--- src/rtl/pmc_pkg.sv ---
package pmc_pkg;

    typedef enum logic [1:0] {
        MODE_ACT = 2'd0,
        MODE_ALT = 2'd1,
        MODE_SLP = 2'd2,
        MODE_HIB = 2'd3
    } pmode_e;

    localparam int NWAKE   = 6;
    localparam int NRST    = 3;
    localparam int CAUSE_W = 3;
    localparam logic [CAUSE_W-1:0] CAUSE_IRQ = 3'd6;

    localparam logic [1:0] A_MODE = 2'd0;
    localparam logic [1:0] A_TACT = 2'd1;
    localparam logic [1:0] A_TALT = 2'd2;
    localparam logic [1:0] A_IRQ  = 2'd3;

    // wakeup sources each mode accepts (bit 1 = pin interrupt controller)
    function automatic logic [NWAKE-1:0] wake_mask(pmode_e m);
        case (m)
            MODE_SLP: return 6'b111111;
            MODE_HIB: return 6'b000010;
            default:  return '0;
        endcase
    endfunction

    // reset sources each mode accepts (bit 0 = external reset)
    function automatic logic [NRST-1:0] rst_mask(pmode_e m);
        if (m == MODE_HIB) return 3'b001;
        return 3'b111;
    endfunction

    function automatic logic is_low(pmode_e m);
        return (m == MODE_SLP) || (m == MODE_HIB);
    endfunction

endpackage

--- src/rtl/pmc_src_sel.sv ---
module pmc_src_sel #(
    parameter int N  = 6,
    parameter int IW = 3
) (
    input  logic [N-1:0]  req_i,
    input  logic [N-1:0]  mask_i,
    output logic          hit_o,
    output logic [IW-1:0] idx_o
);
    logic [N-1:0] acc;

    for (genvar i = 0; i < N; i++) begin : g_gate
        assign acc[i] = req_i[i] & mask_i[i];
    end

    assign hit_o = |acc;

    // lowest accepted index wins
    always_comb begin
        idx_o = '0;
        for (int i = N - 1; i >= 0; i--) begin
            if (acc[i]) idx_o = IW'(i);
        end
    end
endmodule

--- src/rtl/pmc_latency.sv ---
module pmc_latency #(
    parameter int CW = 14
) (
    input  logic          clk_i,
    input  logic          rst_ni,
    input  logic          clr_i,
    input  logic          load_i,
    input  logic [CW-1:0] val_i,
    output logic          busy_o,
    output logic          done_o
);
    typedef struct packed {
        logic          busy;
        logic [CW-1:0] cnt;
    } lat_t;

    lat_t s_d, s_q;

    always_comb begin
        s_d = s_q;
        if (clr_i) begin
            s_d.busy = 1'b0;
            s_d.cnt  = '0;
        end else if (load_i) begin
            s_d.busy = 1'b1;
            s_d.cnt  = val_i - CW'(1);
        end else if (s_q.busy) begin
            if (s_q.cnt == '0) s_d.busy = 1'b0;
            else               s_d.cnt  = s_q.cnt - CW'(1);
        end
    end

    always_ff @(posedge clk_i or negedge rst_ni) begin
        if (!rst_ni) s_q <= '0;
        else         s_q <= s_d;
    end

    assign busy_o = s_q.busy;
    assign done_o = s_q.busy && (s_q.cnt == '0);
endmodule

--- src/rtl/pmc_out_dec.sv ---
module pmc_out_dec
    import pmc_pkg::*;
#(
    parameter int NSUB = 8,
    parameter int NREG = 2,
    localparam int TW  = NSUB + NREG
) (
    input  pmode_e            mode_i,
    input  logic              waking_i,
    input  logic [TW-1:0]     tpl_act_i,
    input  logic [TW-1:0]     tpl_alt_i,
    output logic [NSUB-1:0]   sub_en_o,
    output logic [NREG-1:0]   reg_en_o,
    output logic              reg_lp_en_o,
    output logic              clk_en_o,
    output logic              lsclk_en_o,
    output logic              i2c_run_o,
    output logic              retain_o
);
    always_comb begin
        reg_lp_en_o = 1'b1;
        case (mode_i)
            MODE_ACT, MODE_ALT: begin
                sub_en_o   = (mode_i == MODE_ACT) ? tpl_act_i[NSUB-1:0] : tpl_alt_i[NSUB-1:0];
                reg_en_o   = (mode_i == MODE_ACT) ? tpl_act_i[TW-1:NSUB] : tpl_alt_i[TW-1:NSUB];
                clk_en_o   = 1'b1;
                lsclk_en_o = 1'b1;
                i2c_run_o  = 1'b1;
                retain_o   = 1'b0;
            end
            default: begin
                sub_en_o   = '0;
                reg_en_o   = waking_i ? tpl_act_i[TW-1:NSUB] : '0;
                clk_en_o   = waking_i;
                lsclk_en_o = (mode_i == MODE_SLP);
                i2c_run_o  = (mode_i == MODE_SLP);
                retain_o   = 1'b1;
            end
        endcase
    end
endmodule

--- src/rtl/pwr_mode_ctrl.sv ---
module pwr_mode_ctrl
    import pmc_pkg::*;
#(
    parameter int NSUB    = 8,
    parameter int NREG    = 2,
    parameter int NIRQ    = 8,
    parameter int DW      = 16,
    parameter int SLP_LAT = 1400,
    parameter int HIB_LAT = 9500
) (
    input  logic                clk_i,
    input  logic                rst_ni,
    input  logic                wr_en_i,
    input  logic [1:0]          wr_addr_i,
    input  logic [DW-1:0]       wr_data_i,
    input  logic [NIRQ-1:0]     irq_i,
    input  logic [5:0]          wake_src_i,
    input  logic [2:0]          rst_src_i,
    output logic [1:0]          mode_o,
    output logic                ready_o,
    output logic [NSUB-1:0]     sub_en_o,
    output logic [NREG-1:0]     reg_en_o,
    output logic                reg_lp_en_o,
    output logic                clk_en_o,
    output logic                lsclk_en_o,
    output logic                i2c_run_o,
    output logic                retain_o,
    output logic                wake_vld_o,
    output logic [2:0]          wake_cause_o
);
    localparam int TW   = NSUB + NREG;
    localparam int MAXL = (HIB_LAT > SLP_LAT) ? HIB_LAT : SLP_LAT;
    localparam int CW   = $clog2(MAXL + 1);
    localparam logic [TW-1:0] ACT_DEF = '1;
    localparam logic [TW-1:0] ALT_DEF =
        {{NREG{1'b1}}, {(NSUB - NSUB/2){1'b0}}, {(NSUB/2){1'b1}}};

    typedef struct packed {
        pmode_e               mode;
        logic [TW-1:0]        tpl_act;
        logic [TW-1:0]        tpl_alt;
        logic [NIRQ-1:0]      irq_en;
        logic                 wake_vld;
        logic [CAUSE_W-1:0]   cause;
    } st_t;

    localparam st_t ST_RST = '{mode: MODE_ACT, tpl_act: ACT_DEF, tpl_alt: ALT_DEF,
                               irq_en: '1, wake_vld: 1'b0, cause: '0};

    st_t st_d, st_q;

    logic               rst_hit, wake_hit, irq_hit, req_ok;
    logic [1:0]         rst_idx;
    logic [CAUSE_W-1:0] wake_idx;
    logic               lat_busy, lat_done, lat_load, lat_clr;
    logic [CW-1:0]      lat_val;
    pmode_e             req_mode;

    pmc_src_sel #(.N(NRST), .IW(2)) u_rsel (
        .req_i  (rst_src_i),
        .mask_i (rst_mask(st_q.mode)),
        .hit_o  (rst_hit),
        .idx_o  (rst_idx)
    );

    pmc_src_sel #(.N(NWAKE), .IW(CAUSE_W)) u_wsel (
        .req_i  (wake_src_i),
        .mask_i (wake_mask(st_q.mode)),
        .hit_o  (wake_hit),
        .idx_o  (wake_idx)
    );

    pmc_latency #(.CW(CW)) u_lat (
        .clk_i  (clk_i),
        .rst_ni (rst_ni),
        .clr_i  (lat_clr),
        .load_i (lat_load),
        .val_i  (lat_val),
        .busy_o (lat_busy),
        .done_o (lat_done)
    );

    assign irq_hit  = (st_q.mode == MODE_ALT) && (|(irq_i & st_q.irq_en));
    assign req_mode = pmode_e'(wr_data_i[1:0]);
    assign req_ok   = wr_en_i && (wr_addr_i == A_MODE) && !is_low(st_q.mode)
                      && !lat_busy && (req_mode != st_q.mode);
    assign lat_val  = (st_q.mode == MODE_HIB) ? CW'(HIB_LAT) : CW'(SLP_LAT);

    always_comb begin
        st_d          = st_q;
        st_d.wake_vld = 1'b0;
        lat_load      = 1'b0;
        lat_clr       = 1'b0;
        if (rst_hit) begin
            st_d     = ST_RST;
            lat_clr  = 1'b1;
        end else begin
            if (lat_done) begin
                st_d.mode = MODE_ACT;
            end else if (lat_busy) begin
                st_d.mode = st_q.mode;
            end else if (wake_hit) begin
                lat_load      = 1'b1;
                st_d.wake_vld = 1'b1;
                st_d.cause    = wake_idx;
            end else if (irq_hit) begin
                st_d.mode     = MODE_ACT;
                st_d.wake_vld = 1'b1;
                st_d.cause    = CAUSE_IRQ;
            end else if (req_ok) begin
                st_d.mode = req_mode;
            end
            if (wr_en_i) begin
                case (wr_addr_i)
                    A_TACT:  st_d.tpl_act = wr_data_i[TW-1:0];
                    A_TALT:  st_d.tpl_alt = wr_data_i[TW-1:0];
                    A_IRQ:   st_d.irq_en  = wr_data_i[NIRQ-1:0];
                    default: ;
                endcase
            end
        end
    end

    always_ff @(posedge clk_i or negedge rst_ni) begin
        if (!rst_ni) st_q <= ST_RST;
        else         st_q <= st_d;
    end

    pmc_out_dec #(.NSUB(NSUB), .NREG(NREG)) u_dec (
        .mode_i      (st_q.mode),
        .waking_i    (lat_busy),
        .tpl_act_i   (st_q.tpl_act),
        .tpl_alt_i   (st_q.tpl_alt),
        .sub_en_o    (sub_en_o),
        .reg_en_o    (reg_en_o),
        .reg_lp_en_o (reg_lp_en_o),
        .clk_en_o    (clk_en_o),
        .lsclk_en_o  (lsclk_en_o),
        .i2c_run_o   (i2c_run_o),
        .retain_o    (retain_o)
    );

    assign mode_o       = st_q.mode;
    assign ready_o      = !is_low(st_q.mode);
    assign wake_vld_o   = st_q.wake_vld;
    assign wake_cause_o = st_q.cause;

    logic unused_rst_idx;
    assign unused_rst_idx = ^rst_idx;
endmodule

--- config.mk ---
export PLATFORM = sky130hd
export DESIGN_NAME = pwr_mode_ctrl
export DESIGN_NICKNAME = d
export VERILOG_FILES = /design/src/rtl/pmc_pkg.sv /design/src/rtl/pmc_src_sel.sv /design/src/rtl/pmc_latency.sv /design/src/rtl/pmc_out_dec.sv /design/src/rtl/pwr_mode_ctrl.sv
export SDC_FILE = /design/constraint.sdc
export NUM_CORES = 1
export LEC_CHECK = 0
export BUFFER_PORTS_ARGS = -buffer_cell sky130_fd_sc_hd__buf_2
export CAP_MARGIN = 20
export CORE_MARGIN = 2
export CORE_UTILIZATION = 58
export CTS_BUF_LIST = sky130_fd_sc_hd__clkbuf_8
export DETAILED_ROUTE_END_ITERATION = 8
export PLACE_DENSITY = 0.91
export SETUP_SLACK_MARGIN = 0.4
export SLEW_MARGIN = 20
export SYNTH_ARGS = -nofsm -noshare
export SYNTH_HDL_FRONTEND = slang
export SYNTH_HIERARCHICAL = 1
export SYNTH_SLANG_ARGS = --single-unit
--- constraint.sdc ---
create_clock -name clk_i -period 3.4 [get_ports clk_i]
set_input_delay 0.51 -clock clk_i [delete_from_list [all_inputs] [get_ports clk_i]]
set_output_delay 0.51 -clock clk_i [all_outputs]
set_load 0.01 [all_outputs]
==> flow_summary.toml <==
[sta]
period_share_pct = 84.76
finalSetupViolCount = 0
slew_headroom_pct = 57.91
worst_pin_slew_ns = 0.6291
min_period_ns = 2.882
fmax_ghz = 0.3470
rsz0062_at_grt = "false"
hold_violations = 0
final_max_slew_viol_count = 0
skew_ns = 0.006122
fin_setup_tns_ns = 0
holdWs_ns = 0.2089

[power_and_ir_drop]
peakVddDrop_v = 0.0001667
internal_power_mw = 0.8810
swShare_pct = 24.18
p_total_mw = 1.162
power.share.sequential_pct = 51.5
switchingPower_mw = 0.2810
p_per_area_mw_per_mm2 = 314.2
comb_power_share_pct = 11.2
total_leakage_power_nw = 1.624
p_clk_share_pct = 37.3

[critical_path]
crit_buf_inv = 0
cpMaxStageDelayCell = "or4_1"
end_kind = "register"
setup.worst_path.class = "register to register"
slowest_delay_ns = 0.61
critical-path-top-delay-family = "simple AND/OR/NAND/NOR gates"
cp.required_ns = 3.63
critPathArrivalTime_ns = 3.11
cp_common_cell = "or4_1"
startpoint_type = "register"
worstPathCellList = "or4_1 -> or2_2 -> nor2_2 -> nor3_1 -> and2_1 -> or3_1 -> or4_1 -> a31oi_1"
crit_fanout = 4

[routing]
dr_total_vias = 3017
drtPass1Iterations = 5
wl_per_cell_um = 14.91
route.detailed.drc = 0
avgViaCountPerCell = 5.824
dr.first_iter.drc_count = 322
wl_mm = 7.721
detail-route-antenna-nets = 0

[die]
dieArea_mm2 = 0.006089
die_h_um = 78.04
num_rows = 26
die_w_um = 78.04
io_pins = 60
start_util_pct = 61.08
fp.coreArea_mm2 = 0.005205

[finish]
final_util_pct = 71.06
layout.cells.non_filler = 518
layout.nets = 487
drive_gt1_share_pct = 23.88
syn2layout_area_growth_pct = 16.33
n_fill_cell = 376
n_antenna_cell = 0

[global_routing]
grt_pass1_vias = 2878
grt_pass1_wl_mm = 12.99
overflow = 0
grt_max_degree = 50
track_usage_pct = 26.37
antenna_found_initial = 0

[yosys]
syn_area_mm2 = 0.003179
yosys_warnings = 6
syn_inst = 369
avgSynthCellArea_um2 = 8.616

[run]
maxCapViolations = 0

[clock_tree]
cts_buffer_depth = 2
cts_tree = "built"
cts_root_buf = "clkbuf_8"
clkSinkCount = 49
cts_buffers = 5
clk_latency_ns = 0.30
post-cts-setup-buffer-count = 0
htreeDepth = 2
clk_pin_slew_worst_paths_ns = 0.09

[placement]
hpwl_mm = 5.469
placedCellCount = 510
gp_congestion = 0.8618
portBuffers = 52

[min_path]
worst_hold_path_type = "input pin to async pin"

[outcome]
status = "completed"
[worst paths after layout]
kind / startpoint / to / slack (ns) / cells after the start
setup / recovery: u_lat/s_q[13] / u_lat/s_q[10] / 0.52 / 8
hold / removal: rst_ni / wake_cause_o[0] / 0.21 / 1
setup reg to reg: u_lat/s_q[13] / u_lat/s_q[10] / 0.52 / 8
hold reg to reg: st_q[8] / st_q[8] / 0.50 / 2
max in group asynchronous: rst_ni / u_lat/s_q[2] / 2.79 / 1
min in group clk_i: wr_data_i[6] / st_q[28] / 0.45 / 3
[registers in the layout, summed over array words and instances (netlist names)]
signal	cells
mode_o	2
wake_vld_o	1
st_q	28
u_lat/s_q	14
wake_cause_o	3
u_lat/busy_o	1
[worst register-to-register path, cell delays in order, from the launching register on]
cell and delay, ns:
dfrtp_1 0.42, or4_1 0.61, or2_2 0.35, nor2_2 0.18, nor3_1 0.12, and2_1 0.21
or3_1 0.34, or4_1 0.40, a31oi_1 0.17
[final cells by class]
class | instances | area, um^2 | share of cell area [%]
tap | 70 | 87.58 | 2.368
timing repair buffer | 58 | 307.8 | 8.322
clock buffer | 6 | 82.58 | 2.233
clock inverter | 2 | 37.54 | 1.015
multi-input combinational | 323 | 1888 | 51.05
inverter | 10 | 38.79 | 1.049
sequential | 49 | 1256 | 33.96
[stage by stage]
stage          setup WS [ns]  area, um^2
6_report              0.5181        3699
5_1_grt               0.4050        3699
2_1_floorplan         0.5753        3314
4_1_cts               0.4691        3691
3_5_place_dp          0.3533        3570
3_3_place_gp          0.4543        3570
[power groups by stage]
stage	combinational, mW	clock [mW]	sequential (mW)
finish	0.130	0.434	0.598
global route	0.146	0.463	0.599
CTS	0.126	0.440	0.598
detailed placement	0.125	0	0.608
global placement	0.121	0	0.608
floorplan	0.0747	0	0.607
[metal layers]
metal / up-vias / routed length, um / track usage (%)
met4: 0 / 138 / 10.35
met5: - / 0 / 0
met2: 140 / 3855 / 45.26
met1: 1435 / 3222 / 34.34
met3: 19 / 504 / 2.874
li1: 1423 / - / -
[timing repair]
action | CTS | global route
setup endpoints to repair | 3 | 9
hold buffers | 0 | 0
resized for setup | 1 | 2
[placed cells by master, fill, tap and decap left out, types with 5 or more instances in the layout]
cell and instances:
clkbuf_8 6, nand3_1 10, o22ai_1 5, a21oi_1 9
conb_1 39, nor2_1 25, nand3b_1 26, mux2i_1 11
or4_1 5, xnor2_1 10, a32o_1 5, nor4_1 6
or3_1 6, inv_1 9, buf_2 51, dfstp_2 24
dfrtp_1 25, nor3_1 16, o21ai_0 8, nand2_1 78
buf_4 7
Note: power is estimated with default switching activity, not from simulation.
